===== src/rtl/pdClkPkg.sv =====
package pdClkPkg;
  typedef enum logic [1:0] {
    MODE_NORM  = 2'd0,
    MODE_LIGHT = 2'd1,
    MODE_DEEP  = 2'd2
  } pdMode_t;

  typedef struct packed {
    logic enterLight;
    logic enterDeep;
    logic leavePd;
  } pdStrobe_t;
endpackage


===== src/rtl/pdCtrl.sv =====
module pdCtrl
  import pdClkPkg::*;
#(
  parameter int SYNC_STAGES = 2
) (
  input  logic      refClk,
  input  logic      rstN,
  input  logic      pdReqN,
  input  logic      deepSel,
  output pdMode_t   mode,
  output pdStrobe_t strobe
);
  logic [SYNC_STAGES-1:0] syncQ;
  logic reqActive;

  // Request pin resynchronised into the reference domain
  always_ff @(posedge refClk or negedge rstN) begin
    if (!rstN) syncQ <= '1;
    else       syncQ <= {syncQ[SYNC_STAGES-2:0], pdReqN};
  end

  assign reqActive = ~syncQ[SYNC_STAGES-1];

  // Mode choice is made only when leaving normal running
  always_comb begin
    strobe = '0;
    case (mode)
      MODE_NORM: begin
        if (reqActive) begin
          if (deepSel) strobe.enterDeep  = 1'b1;
          else         strobe.enterLight = 1'b1;
        end
      end
      default: begin
        if (!reqActive) strobe.leavePd = 1'b1;
      end
    endcase
  end

  always_ff @(posedge refClk or negedge rstN) begin
    if (!rstN)                 mode <= MODE_NORM;
    else if (strobe.enterLight) mode <= MODE_LIGHT;
    else if (strobe.enterDeep)  mode <= MODE_DEEP;
    else if (strobe.leavePd)    mode <= MODE_NORM;
  end
endmodule


===== src/rtl/pdDatapath.sv =====
module pdDatapath
  import pdClkPkg::*;
#(
  parameter int CODE_W   = 4,
  parameter int RST_CODE = 8
) (
  input  logic              refClk,
  input  logic              rstN,
  input  pdMode_t           mode,
  input  pdStrobe_t         strobe,
  input  logic              divWe,
  input  logic [CODE_W-1:0] divWdata,
  input  logic              vidClkIn,
  input  logic              memClkIn,
  output logic              vidClkOut,
  output logic              memClkOut,
  output logic              oscEn,
  output logic              refRunEn
);
  localparam int HALF_TOP = (1 << CODE_W) + 1;
  localparam int CNT_W    = $clog2(HALF_TOP + 1);

  logic [CODE_W-1:0] divReg;
  logic [CNT_W-1:0]  halfSel;
  logic [CNT_W-1:0]  cnt;
  logic              divOut;

  always_ff @(posedge refClk or negedge rstN) begin
    if (!rstN)      divReg <= CODE_W'(RST_CODE);
    else if (divWe) divReg <= divWdata;
  end

  // Half period in reference cycles; code 0 falls back to the reset code
  always_comb begin
    if (divReg == '0) halfSel = CNT_W'(HALF_TOP - RST_CODE);
    else              halfSel = CNT_W'(HALF_TOP) - CNT_W'(divReg);
  end

  // Ratio is sampled only at a phase boundary
  always_ff @(posedge refClk or negedge rstN) begin
    if (!rstN) begin
      cnt    <= '0;
      divOut <= 1'b0;
    end else if (strobe.enterLight) begin
      cnt    <= halfSel - CNT_W'(1);
      divOut <= 1'b0;
    end else if (mode == MODE_LIGHT) begin
      if (cnt == '0) begin
        divOut <= ~divOut;
        cnt    <= halfSel - CNT_W'(1);
      end else begin
        cnt <= cnt - CNT_W'(1);
      end
    end else begin
      divOut <= 1'b0;
    end
  end

  always_comb begin
    case (mode)
      MODE_LIGHT: begin
        vidClkOut = 1'b1;
        memClkOut = divOut;
        oscEn     = 1'b0;
        refRunEn  = 1'b1;
      end
      MODE_DEEP: begin
        vidClkOut = 1'b0;
        memClkOut = 1'b0;
        oscEn     = 1'b0;
        refRunEn  = 1'b0;
      end
      default: begin
        vidClkOut = vidClkIn;
        memClkOut = memClkIn;
        oscEn     = 1'b1;
        refRunEn  = 1'b1;
      end
    endcase
  end
endmodule


===== src/rtl/pdClockCtrl.sv =====
module pdClockCtrl
  import pdClkPkg::*;
#(
  parameter int CODE_W      = 4,
  parameter int RST_CODE    = 8,
  parameter int SYNC_STAGES = 2
) (
  input  logic              refClk,
  input  logic              rstN,
  input  logic              pdReqN,
  input  logic              deepSel,
  input  logic              divWe,
  input  logic [CODE_W-1:0] divWdata,
  input  logic              vidClkIn,
  input  logic              memClkIn,
  output logic              vidClkOut,
  output logic              memClkOut,
  output logic              oscEn,
  output logic              refRunEn
);
  pdMode_t   mode;
  pdStrobe_t strobe;

  pdCtrl #(.SYNC_STAGES(SYNC_STAGES)) i_ctrl (
    .refClk (refClk),
    .rstN   (rstN),
    .pdReqN (pdReqN),
    .deepSel(deepSel),
    .mode   (mode),
    .strobe (strobe)
  );

  pdDatapath #(.CODE_W(CODE_W), .RST_CODE(RST_CODE)) i_dp (
    .refClk   (refClk),
    .rstN     (rstN),
    .mode     (mode),
    .strobe   (strobe),
    .divWe    (divWe),
    .divWdata (divWdata),
    .vidClkIn (vidClkIn),
    .memClkIn (memClkIn),
    .vidClkOut(vidClkOut),
    .memClkOut(memClkOut),
    .oscEn    (oscEn),
    .refRunEn (refRunEn)
  );
endmodule


===== config.mk =====
export PLATFORM = sky130hd
export DESIGN_NAME = pdClockCtrl
export DESIGN_NICKNAME = d
export VERILOG_FILES = /design/src/rtl/pdClkPkg.sv /design/src/rtl/pdCtrl.sv /design/src/rtl/pdDatapath.sv /design/src/rtl/pdClockCtrl.sv
export SDC_FILE = /design/constraint.sdc
export NUM_CORES = 1
export LEC_CHECK = 0
export BUFFER_PORTS_ARGS = -buffer_cell sky130_fd_sc_hd__buf_4
export CAP_MARGIN = 25
export CORE_UTILIZATION = 48
export CTS_CLUSTER_DIAMETER = 120
export DETAILED_ROUTE_END_ITERATION = 10
export GPL_TIMING_DRIVEN = 0
export PLACE_DENSITY = 0.73
export SYNTH_ARGS = -nofsm -noshare
export SYNTH_HDL_FRONTEND = slang
export SYNTH_SLANG_ARGS = --single-unit

===== constraint.sdc =====
create_clock -name refClk -period 1.65 [get_ports refClk]
set_input_delay 0.0825 -clock refClk [delete_from_list [all_inputs] [get_ports refClk]]
set_output_delay 0.0825 -clock refClk [all_outputs]
set_load 0.02 [all_outputs]

==> results of run 1 <==
sequential cells by signal, indices dropped and copies added, names as in the netlist:
register	count
i_ctrl.syncQ	2
i_dp.divReg	4
i_ctrl.mode	2
i_dp.cnt	5
i_dp.divOut	1
power by group:
part	internal, mW	switching (mW)	leakage [nW]
Clock	0.134	0.107	0.0210
Combinational	0.407	0.393	0.317
Sequential	0.440	0.0971	0.166
Total	0.980	0.597	0.504
per-layer routing:
metal / vias to the layer above / GRT usage, %
li1: 360 / -
met1: 340 / 26.65
met2: 12 / 33.24
met3: 2 / 2.449
met4: 0 / 3.636
met5: - / 0
placed cells by master (no fill, tap or decap), drive strengths merged:
cell type | synthesis | final
o22ai | 1 | 1
nor4b | 1 | 1
xor2 | 4 | 4
nor4 | 1 | 1
dfrtp | 11 | 11
nand3b | 1 | 1
ha | 7 | 7
o2111a | 1 | 1
nor2b | 1 | 1
dlygate4sd3 | 0 | 2
o21a | 1 | 1
mux2i | 1 | 1
xnor2 | 1 | 1
inv | 11 | 11
nand3 | 3 | 3
buf | 1 | 19
a21oi | 5 | 5
mux2 | 3 | 3
nor2 | 2 | 2
nand2 | 8 | 8
o31a | 1 | 1
nor3b | 2 | 2
a311o | 1 | 1
dfstp | 3 | 3
o21ai | 10 | 10
nor3 | 3 | 3
a22oi | 2 | 2
nand2b | 1 | 1
clkbuf | 0 | 4
o311ai | 1 | 1
through the flow:
| step | worst slack [ps] | power (mW) | setup TNS (ps) | std cells | utilization, % |
|---|---|---|---|---|---|
| final | 32.27 | 1.577 | 0 | 136 | 70.96 |
| after CTS | 9.529 | 1.545 | 0 | 135 | 69.39 |
| after floorplan | 51.13 | 1.032 | 0 | 88 | - |
| after global placement | -30.23 | 1.218 | -30.23 | 126 | 63.34 |
| after detailed placement | -73.94 | 1.238 | -73.94 | 126 | 63.34 |
| after global routing | -74.69 | 1.697 | -135.2 | 136 | 70.96 |
what timing repair did:
item / CTS / global route
pin swaps: 1 / 1
hold buffers: 2 / 0
gates resized for setup: 3 / 7
hold endpoints to repair: 15 / 0
setup buffers: 3 / 2
setup endpoints to repair: 3 / 6
worst max-delay path by stage:
| stage | from | endpoint | depth (start not counted) |
|---|---|---|---|
| after floorplan | i_dp.divReg[1] | i_dp.cnt[3] | 6 |
| after global placement | i_dp.divReg[2] | i_dp.cnt[3] | 6 |
| after CTS | i_dp.divReg[2] | i_dp.cnt[3] | 6 |
| after global routing | i_dp.divReg[2] | i_dp.cnt[3] | 6 |
| after detailed placement | i_dp.divReg[2] | i_dp.cnt[3] | 6 |
| final | i_dp.divReg[2] | i_dp.cnt[3] | 6 |
layout make-up:
type	count	area share (%)
clock buffer	4	3.208
inverter	11	3.650
multi-input combinational	62	44.80
sequential	14	31.31
tap	24	2.655
timing repair buffer	21	14.38
tightest hold or removal path: cells and delay by family:
family	cells	cell delay, ps
AOI/OAI and AO/OA	1	60
and+or+nand+nor	1	40
buffers and inverters	1	70
cell families (layout without fill, tap and decap cells):
group	Yosys count	after routing	synth area share [%]
flops	14	14	41.31
mux	4	4	5.109
fa+ha+maj	7	7	10.22
simple gates	23	23	15.47
xor+xnor	5	5	5.109
compound gates	23	23	17.37
buf+inv	12	36	5.401
==> metrics.md, run 1 <==
| Metric | Value |
|---|---|
| Total congestion overflow | `0` |
| Syn Inst Count | `88` |
| Max Slew Vio Count | `0` |
| Area Overhead vs Synth | `31.97%` |
| Core Rows | `14` |
| Synth async-reset ratio | `100.0%` |
| Hold Path Cell Cnt | `3` |
| PwrDens | `1394 nW/µm²` |
| EDFF count, synth | `0` |
| CP bufs+invs | `1` |
| GRT Util Overall | `19.42%` |
| Clk_skew | `4.945 ps` |
| CP required | `1850 ps` |
| Post-synth cell types | `30` |
| Status | `complete, no violations` |
| Post-DR vias/cell | `5.250` |
| Number of antenna diodes | `0` |
| Max Cap Viol | `0` |
| Worst Hold End | `i_dp.divReg[0]` |
| Met1 WL | `756 µm` |
| Cts bufs inserted | `3` |
| Wire length per cell | `11.81 µm` |
| P_leak | `0.5036 nW` |
| Height of the die | `44.26 µm` |
| Largest cells by area after synthesis | `dfrtp_1 (32%), ha_1 (10%), dfstp_2 (9.2%), o21ai_0 (5.3%), inv_1 (4.8%)` |
| Min Tclk post-route | `1618 ps` |
| Post-synth net total | `106` |
| Max_slew headroom | `73.19%` |
| DR top layer | `met4` |
| Most frequent cells after synthesis | `dfrtp_1 (11), inv_1 (11), o21ai_0 (9)` |
| CP top delay family | `flip-flops` |
| Worst R2R Start | `i_dp.divReg[2]` |
| Nets@finish | `131` |
| Core ar. | `1594 µm²` |
| Skew-Pair Late Insertion Delay | `270 ps` |
| Fin area | `1131 µm²` |
| Die X | `44.26 µm` |
| TritonCTS clock tree | `yes` |
| Setup crit start kind | `flip-flop` |
| Fill count | `131` |
| Main flop type after synthesis | `dfrtp_1` |
| WL met2 | `798 µm` |
| Pre-Repair DR Iteration Count | `4` |
| Period utilization | `98.04%` |
| Critical-path top delay cell | `dfrtp_1` |
| Sequential standard cell area | `354.1 µm²` |
| Worst R2R Path Depth | `6` |
| 1st-iter DRT viols | `14` |
| RSZ-0062 raised after global routing | `yes` |
| Type of the worst min-delay path | `in2reg` |
| Placed Instance Area | `1010 µm²` |
| Worst-case vdd ir drop | `1.168 mV` |
| Clock Path Buffers | `2` |
| FF-to-FF setup slack | `30 ps` |
| WHS | `18.10 ps` |
| First-pass GRT wire length | `2.842 mm` |
| Register area share after synthesis | `41.31%` |
| Drt drc | `0` |
| DP HPWL | `1.147 mm` |
| Slew @ Worst Pin | `400.4 ps` |
| RR Endpoint | `i_dp.cnt[3]` |
| Cell taking the most area after synthesis | `dfrtp_1` |
| Share of cells above drive strength 1 | `36.61%` |
| Clock root buffer | `clkbuf_4` |
| Fmax | `618.1 MHz` |
| Critical Path, Cell by Cell | `inv_2, ha_4, nor3b_4, xor2_1, mux2_4, a22oi_2` |
| Worst setup path class | `reg2reg` |
| Metal3 WL | `37 µm` |
| Antenna-violating nets left | `0` |
| I/O Buffers | `14` |
| Area of the mapped netlist | `857.1 µm²` |
| Critical path peak fanout | `3` |
| Final hold violation count | `0` |
| Hold Crit Start | `divWdata[0]` |
| CTS HTree Levels | `1` |
| CTS Sinks | `14` |
| Initial Util | `53.77%` |
| Placer congestion estimate | `0.8540` |
| Multi-input logic area | `506.7 µm²` |
| Number of global-route vias before repair | `681` |
| Yosys reg bits | `14` |
| Reg clk slew, reported paths | `90 ps` |
| Final wirelength | `1.606 mm` |
| CP Capture Type | `flip-flop` |
| CP peak stage delay | `410 ps` |
| YS warnings | `0` |
| Avg Cell Area, Syn | `9.739 µm²` |
| CP arrival | `1810 ps` |
| Final setup vio count | `0` |
| Largest net degree at the start of global routing | `15` |
| # IOs | `15` |
| Yosys top cell area share | `32.12%` |
| Via count | `714` |
| Die area | `1959 µm²` |
| Initial antenna violation count | `0` |
Power figures use the tool's default switching activity.
==> run 2: changes to the inputs <==
--- a/config.mk
+++ b/config.mk
@@ -11,7 +11,7 @@
 export CTS_CLUSTER_DIAMETER = 120
 export DETAILED_ROUTE_END_ITERATION = 10
 export GPL_TIMING_DRIVEN = 0
-export PLACE_DENSITY = 0.73
+export PLACE_DENSITY = 0.75
 export SYNTH_ARGS = -nofsm -noshare
 export SYNTH_HDL_FRONTEND = slang
 export SYNTH_SLANG_ARGS = --single-unit
==> metrics.md, run 2 (synthesis gave the netlist of run 1 again) <==
| Metric | Value |
|---|---|
| Crit path capture | `i_dp.cnt[3] (unchanged)` |
| Clock Path Buffers | `2 (unchanged)` |
| Met1 WL | `719 µm (was 756 µm)` |
| WHS | `-0.1373 ps (was 18.10 ps)` |
| PwrDens | `1387 nW/µm² (was 1394 nW/µm²)` |
| Period utilization | `98.95% (was 98.04%)` |
| Critical path peak fanout | `4 (was 3)` |
| RSZ-0062 raised after global routing | `yes (unchanged)` |
| Most common cell after layout, fill and taps aside | `buf_4 (unchanged)` |
| Post-DR vias/cell | `5.196 (was 5.250)` |
| Die X | `44.26 µm (unchanged)` |
| CP Capture Type | `flip-flop (unchanged)` |
| Clk_skew | `0.9694 ps (was 4.945 ps)` |
| Setup TNS | `0 ps (unchanged)` |
| P_leak | `0.5169 nW (was 0.5036 nW)` |
| Sequential standard cell area | `354.1 µm² (unchanged)` |
| Hold Path Cell Cnt | `3 (unchanged)` |
| Initial antenna violation count | `0 (unchanged)` |
| Area Overhead vs Synth | `35.04% (was 31.97%)` |
| Type of the worst min-delay path | `in2reg (unchanged)` |
| Largest net degree at the start of global routing | `15 (unchanged)` |
| DR top layer | `met4 (unchanged)` |
| Largest register FFs | `5 (unchanged)` |
| CP required | `1860 ps (was 1850 ps)` |
| TritonCTS clock tree | `yes (unchanged)` |
| Largest registers | `i_dp.cnt (5), i_dp.divReg (4) (unchanged)` |
| Core Util, Final | `72.61% (was 70.96%)` |
| Multi-input logic area | `518.0 µm² (was 506.7 µm²)` |
| Antenna-violating nets left | `0 (unchanged)` |
| DP HPWL | `1.176 mm (was 1.147 mm)` |
| Height of the die | `44.26 µm (unchanged)` |
| CTS Sinks | `14 (unchanged)` |
| Worst Setup Slack, final | `17.39 ps (was 32.27 ps)` |
| First-pass GRT wire length | `2.856 mm (was 2.842 mm)` |
| Reg clk slew, reported paths | `90 ps (about the same)` |
| Cts bufs inserted | `3 (unchanged)` |
| Largest reg by FF count | `i_dp.cnt (unchanged)` |
| Nets@finish | `133 (was 131)` |
| Number of global-route vias before repair | `726 (was 681)` |
| Place WS | `-60.13 ps (was -73.94 ps)` |
| Fill count | `119 (was 131)` |
| CP peak stage delay | `400 ps (was 410 ps)` |
| Initial Util | `53.77% (unchanged)` |
| WL met2 | `864 µm (was 798 µm)` |
| Critical-path top delay cell | `dfrtp_1 (unchanged)` |
| Via count | `717 (was 714)` |
| Final hold violation count | `1 (was 0)` |
| Number of antenna diodes | `0 (unchanged)` |
| Critical Path, Cell by Cell | `inv_2, ha_4, nor3b_4, xor2_1, mux2_4, a22oi_2 (unchanged)` |
| Wire length per cell | `12.03 µm (was 11.81 µm)` |
| Setup crit start kind | `flip-flop (unchanged)` |
| Final setup vio count | `0 (unchanged)` |
| Share of cells above drive strength 1 | `38.60% (was 36.61%)` |
| Status | `complete, but fails checks (was complete, no violations)` |
| Worst R2R Start | `i_dp.divReg[1] (was i_dp.divReg[2])` |
| Critical path launch point | `i_dp.divReg[1] (was i_dp.divReg[2])` |
| Max Cap Viol | `0 (unchanged)` |
| Placer congestion estimate | `0.8662 (was 0.8540)` |
| Hold Crit Start | `divWdata[0] (unchanged)` |
| Final wirelength | `1.660 mm (was 1.606 mm)` |
| Pre-Repair DR Iteration Count | `4 (unchanged)` |
| GRT Util Overall | `19.93% (was 19.42%)` |
| Metal3 WL | `49 µm (was 37 µm)` |
| Fmax | `612.5 MHz (was 618.1 MHz)` |
| FF-to-FF setup slack | `20 ps (was 30 ps)` |
| Core ar. | `1594 µm² (unchanged)` |
| Core Rows | `14 (unchanged)` |
| Worst-case vdd ir drop | `1.232 mV (was 1.168 mV)` |
| Die area | `1959 µm² (unchanged)` |
| Drt drc | `0 (unchanged)` |
| Total congestion overflow | `0 (unchanged)` |
| Min Tclk post-route | `1633 ps (was 1618 ps)` |
| CTS HTree Levels | `1 (unchanged)` |
| 1st-iter DRT viols | `13 (was 14)` |
| Slew @ Worst Pin | `382.8 ps (was 400.4 ps)` |
| Violations in the final reports | `negative hold slack` |
| # IOs | `15 (unchanged)` |
| I/O Buffers | `14 (unchanged)` |
| CP arrival | `1840 ps (was 1810 ps)` |
| Worst R2R Path Depth | `6 (unchanged)` |
| Max Slew Vio Count | `0 (unchanged)` |
| RR Endpoint | `i_dp.cnt[3] (unchanged)` |
| Most frequent cells in the layout | `buf_4 (21), dfrtp_1 (11), inv_1 (9), o21ai_0 (8), nand2_1 (8) (was buf_4 (19), dfrtp_1 (11), inv_1 (8), o21ai_0 (8), nand2_1 (8))` |
| Clock root buffer | `clkbuf_4 (unchanged)` |
| Max_slew headroom | `74.37% (was 73.19%)` |
| Skew-Pair Late Insertion Delay | `280 ps (was 270 ps)` |
| Worst setup path class | `reg2reg (unchanged)` |
-- run 2: changes by cell type in the layout (fill, tap and decap cells not counted) --
cell / previous run / this run
buf_4: 19 / 21
inv_1: 8 / 9
inv_2: 3 / 2
nor2b_1: 1 / 0
nor2b_4: 0 / 1
o21ai_1: 2 / 1
o21ai_2: 0 / 1
-- run 2: cell type report --
type	instances	area share, %
Tap cell	24	2.595
Sequential cell	14	30.59
Inverter	11	3.568
Timing Repair Buffer	23	15.35
Clock buffer	4	3.135
Multi-Input combinational cell	62	44.76
-- run 2: per-layer routing --
layer,GRT usage [%],up-vias
met5,0,-
met4,7.273,0
met3,3.673,4
met2,34.71,14
met1,24.54,338
li1,-,361
-- run 2: critical path: cells and delay by family, from the launching register on --
kind            cells  cell delay [ps]
xor+xnor            1              210
mux                 1              320
simple gates        1              200
compound gates      1              110
buf+inv             1              100
fa+ha+maj           1              220
flops               1              400
-- run 2: what timing repair did --
action | CTS | global route
pin swaps | 1 | 4
cloned | 0 | 0
endpoints found under the setup margin | 3 | 5
resized for setup | 2 | 10
hold buffers | 2 | 0
hold endpoints to repair | 15 | 0
buffers inserted | 5 | 2
-- run 2: power by group --
part | internal [mW] | switching (mW) | total, mW
Sequential | 0.440 | 0.0949 | 0.534
Clock | 0.134 | 0.118 | 0.253
Combinational | 0.417 | 0.401 | 0.818
-- run 2: worst min path at each step --
stage	end	slack [ps]
after floorplan	i_ctrl.mode[0]	-210
final	i_dp.divReg[0]	-0.1
after CTS	i_dp.divReg[0]	0.4
after detailed placement	i_dp.divReg[2]	-60
after global routing	i_dp.divReg[3]	30
after global placement	i_dp.divReg[1]	-60
-- run 2: stage by stage --
stage / power (mW) / std cells / cell area, µm²
final: 1.605 / 138 / 1157
after global routing: 1.723 / 138 / 1157
after CTS: 1.529 / 137 / 1109
after detailed placement: 1.239 / 126 / 1010
after global placement: 1.216 / 126 / 1010
after floorplan: 1.032 / 88 / 874.6
==> run 3: changes to the inputs <==
--- a/config.mk
+++ b/config.mk
@@ -12,6 +12,7 @@
 export DETAILED_ROUTE_END_ITERATION = 10
 export GPL_TIMING_DRIVEN = 0
 export PLACE_DENSITY = 0.75
+export RECOVER_POWER = 50
 export SYNTH_ARGS = -nofsm -noshare
 export SYNTH_HDL_FRONTEND = slang
 export SYNTH_SLANG_ARGS = --single-unit
==> metrics.md, run 3 (synthesis gave the netlist of run 1 again) <==
| Metric | Value |
|---|---|
| Max Cap Viol | `0 (unchanged)` |
| Clk_skew | `0.9694 ps (about the same)` |
| Core ar. | `1594 µm² (unchanged)` |
| Violations in the final reports | `negative hold slack (unchanged)` |
| Placed insts | `126 (unchanged)` |
| Largest net degree at the start of global routing | `15 (unchanged)` |
| Worst setup path class | `reg2reg (unchanged)` |
| Clock root buffer | `clkbuf_4 (unchanged)` |
| CP arrival | `1840 ps (about the same)` |
| Min Tclk post-route | `1633 ps (unchanged)` |
| Placer congestion estimate | `0.8662 (unchanged)` |
| Slew @ Worst Pin | `730.8 ps (was 382.8 ps)` |
| Final wirelength | `1.661 mm (was 1.660 mm)` |
| P_leak | `0.5133 nW (was 0.5169 nW)` |
| I/O Buffers | `14 (unchanged)` |
| Core Util, Final | `72.37% (was 72.61%)` |
| Worst R2R Path Depth | `6 (unchanged)` |
| Fill count | `119 (unchanged)` |
| Internal power | `0.9900 mW (was 0.9911 mW)` |
| Total congestion overflow | `0 (unchanged)` |
| Reg clk slew, reported paths | `90 ps (about the same)` |
| WHS | `-0.1372 ps (was -0.1373 ps)` |
| Final hold violation count | `1 (unchanged)` |
| Via count | `717 (unchanged)` |
| Height of the die | `44.26 µm (unchanged)` |
| Period utilization | `98.95% (unchanged)` |
| Worst R2R Start | `i_dp.divReg[1] (unchanged)` |
| Antenna-violating nets left | `0 (unchanged)` |
| Largest register FFs | `5 (unchanged)` |
| Setup crit start kind | `flip-flop (unchanged)` |
| Number of antenna diodes | `0 (unchanged)` |
| Max Slew Vio Count | `0 (unchanged)` |
| Number of global-route vias before repair | `726 (unchanged)` |
| Fmax | `612.5 MHz (unchanged)` |
| Area Overhead vs Synth | `34.60% (was 35.04%)` |
| Clock Path Buffers | `2 (unchanged)` |
| RR Endpoint | `i_dp.cnt[3] (unchanged)` |
| Drt drc | `0 (unchanged)` |
| Final setup vio count | `0 (unchanged)` |
| Skew-Pair Late Insertion Delay | `280 ps (about the same)` |
| CTS Sinks | `14 (unchanged)` |
| DP HPWL | `1.176 mm (unchanged)` |
| CTS HTree Levels | `1 (unchanged)` |
| First-pass GRT wire length | `2.856 mm (unchanged)` |
| CP required | `1860 ps (about the same)` |
| # IOs | `15 (unchanged)` |
| Hold Crit Start | `divWdata[0] (unchanged)` |
| Largest reg by FF count | `i_dp.cnt (unchanged)` |
| Initial antenna violation count | `0 (unchanged)` |
| Comb power frac | `50.9% (was 51.0%)` |
| Status | `complete, but fails checks (unchanged)` |
| Initial Util | `53.77% (unchanged)` |
| Post-Layout Cell Count | `138 (unchanged)` |
| Pre-Repair DR Iteration Count | `4 (unchanged)` |
| CP Capture Type | `flip-flop (unchanged)` |
| Die area | `1959 µm² (unchanged)` |
| Clock power share | `15.7% (about the same)` |
| Worst-case vdd ir drop | `1.232 mV (about the same)` |
| GRT Util Overall | `19.93% (unchanged)` |
| Die X | `44.26 µm (unchanged)` |
| Worst Hold End | `i_dp.divReg[0] (unchanged)` |
| Hold Path Cell Cnt | `3 (unchanged)` |
| PwrDens | `1390 nW/µm² (was 1387 nW/µm²)` |
| Max_slew headroom | `51.28% (was 74.37%)` |
| TritonCTS clock tree | `yes (unchanged)` |
| Wire length per cell | `12.04 µm (was 12.03 µm)` |
| Largest registers | `i_dp.cnt (5), i_dp.divReg (4) (unchanged)` |
| Nets@finish | `133 (unchanged)` |
| FF-to-FF setup slack | `20 ps (about the same)` |
| Core Rows | `14 (unchanged)` |
| Most frequent cells in the layout | `buf_4 (20), dfrtp_1 (11), inv_1 (9), o21ai_0 (8), nand2_1 (8) (was buf_4 (21), dfrtp_1 (11), inv_1 (9), o21ai_0 (8), nand2_1 (8))` |
| Critical path peak fanout | `4 (unchanged)` |
| Most common cell after layout, fill and taps aside | `buf_4 (unchanged)` |
| 1st-iter DRT viols | `13 (unchanged)` |
| Share of cells above drive strength 1 | `37.72% (was 38.60%)` |
| Type of the worst min-delay path | `in2reg (unchanged)` |
| Post-DR vias/cell | `5.196 (unchanged)` |
| RSZ-0062 raised after global routing | `yes (unchanged)` |
| Setup TNS | `0 ps (unchanged)` |
| Cts bufs inserted | `3 (unchanged)` |
| Reg power frac | `33.3% (about the same)` |
| Psw | `0.6140 mW (about the same)` |
| Switching Fraction | `38.28% (was 38.25%)` |
-- run 3: cell count changes in the layout (fill, tap and decap cells not counted) --
cell | before | now
buf_4 | 21 | 20
clkbuf_1 | 0 | 1
-- run 3: how the worst max path moves through the flow --
stage | from | endpoint | slack [ps] | cells after the start
floorplan | i_dp.divReg[1] | i_dp.cnt[3] | 50 | 6
global placement | i_dp.divReg[2] | i_dp.cnt[3] | -30 | 6
detailed placement | i_dp.divReg[2] | i_dp.cnt[3] | -60 | 6
CTS | i_dp.divReg[1] | i_dp.cnt[3] | 10 | 6
global route | i_dp.divReg[2] | i_dp.cnt[3] | -50 | 6
finish | i_dp.divReg[1] | i_dp.cnt[3] | 20 | 6
-- run 3: metrics by stage --
step	area [µm²]	worst slack (ps)	total power [mW]
after global routing	1154	-45.44	1.722
after global placement	1010	-26.51	1.216
after CTS	1109	11.08	1.529
final	1154	17.39	1.604
after floorplan	874.6	51.13	1.032
after detailed placement	1010	-60.13	1.239
-- run 3: power by group through the flow --
stage	logic [mW]	registers, mW	clock network, mW
after floorplan	0.507	0.524	0
after global placement	0.677	0.538	0
after detailed placement	0.696	0.543	0
after CTS	0.743	0.529	0.256
after global routing	0.907	0.551	0.264
final	0.817	0.534	0.253
-- run 3: cell type report --
cell class / count / area, µm² / share of cell area, %
clock buffer: 4 / 36.28 / 3.145
inverter: 11 / 41.29 / 3.579
multi-input combinational: 62 / 518.0 / 44.90
sequential: 14 / 354.1 / 30.69
tap: 24 / 30.03 / 2.603
timing repair buffer: 23 / 173.9 / 15.08
-- run 3: repair_timing --
action,CTS,global route
endpoints found under the hold margin,15,0
setup buffers,5,2
pin swaps,1,4
gates resized for setup,2,10
hold buffers,2,0
setup endpoints to repair,3,5
-- run 3: layer usage --
layer | GRT usage, % | wire length, µm | part of all wire [%] | vias to the layer above
li1 | - | - | - | 361
met1 | 24.54 | 720 | 43 | 338
met2 | 34.71 | 864 | 52 | 14
met3 | 3.673 | 49 | 3.0 | 4
met4 | 7.273 | 26 | 1.6 | 0
met5 | 0 | 0 | 0 | -
-- run 3: critical path, cell delays in order, from the launching register on --
cell and delay (ps):
dfrtp_1 400, inv_2 100, ha_4 220, nor3b_4 200
xor2_1 210, mux2_4 320, a22oi_2 110
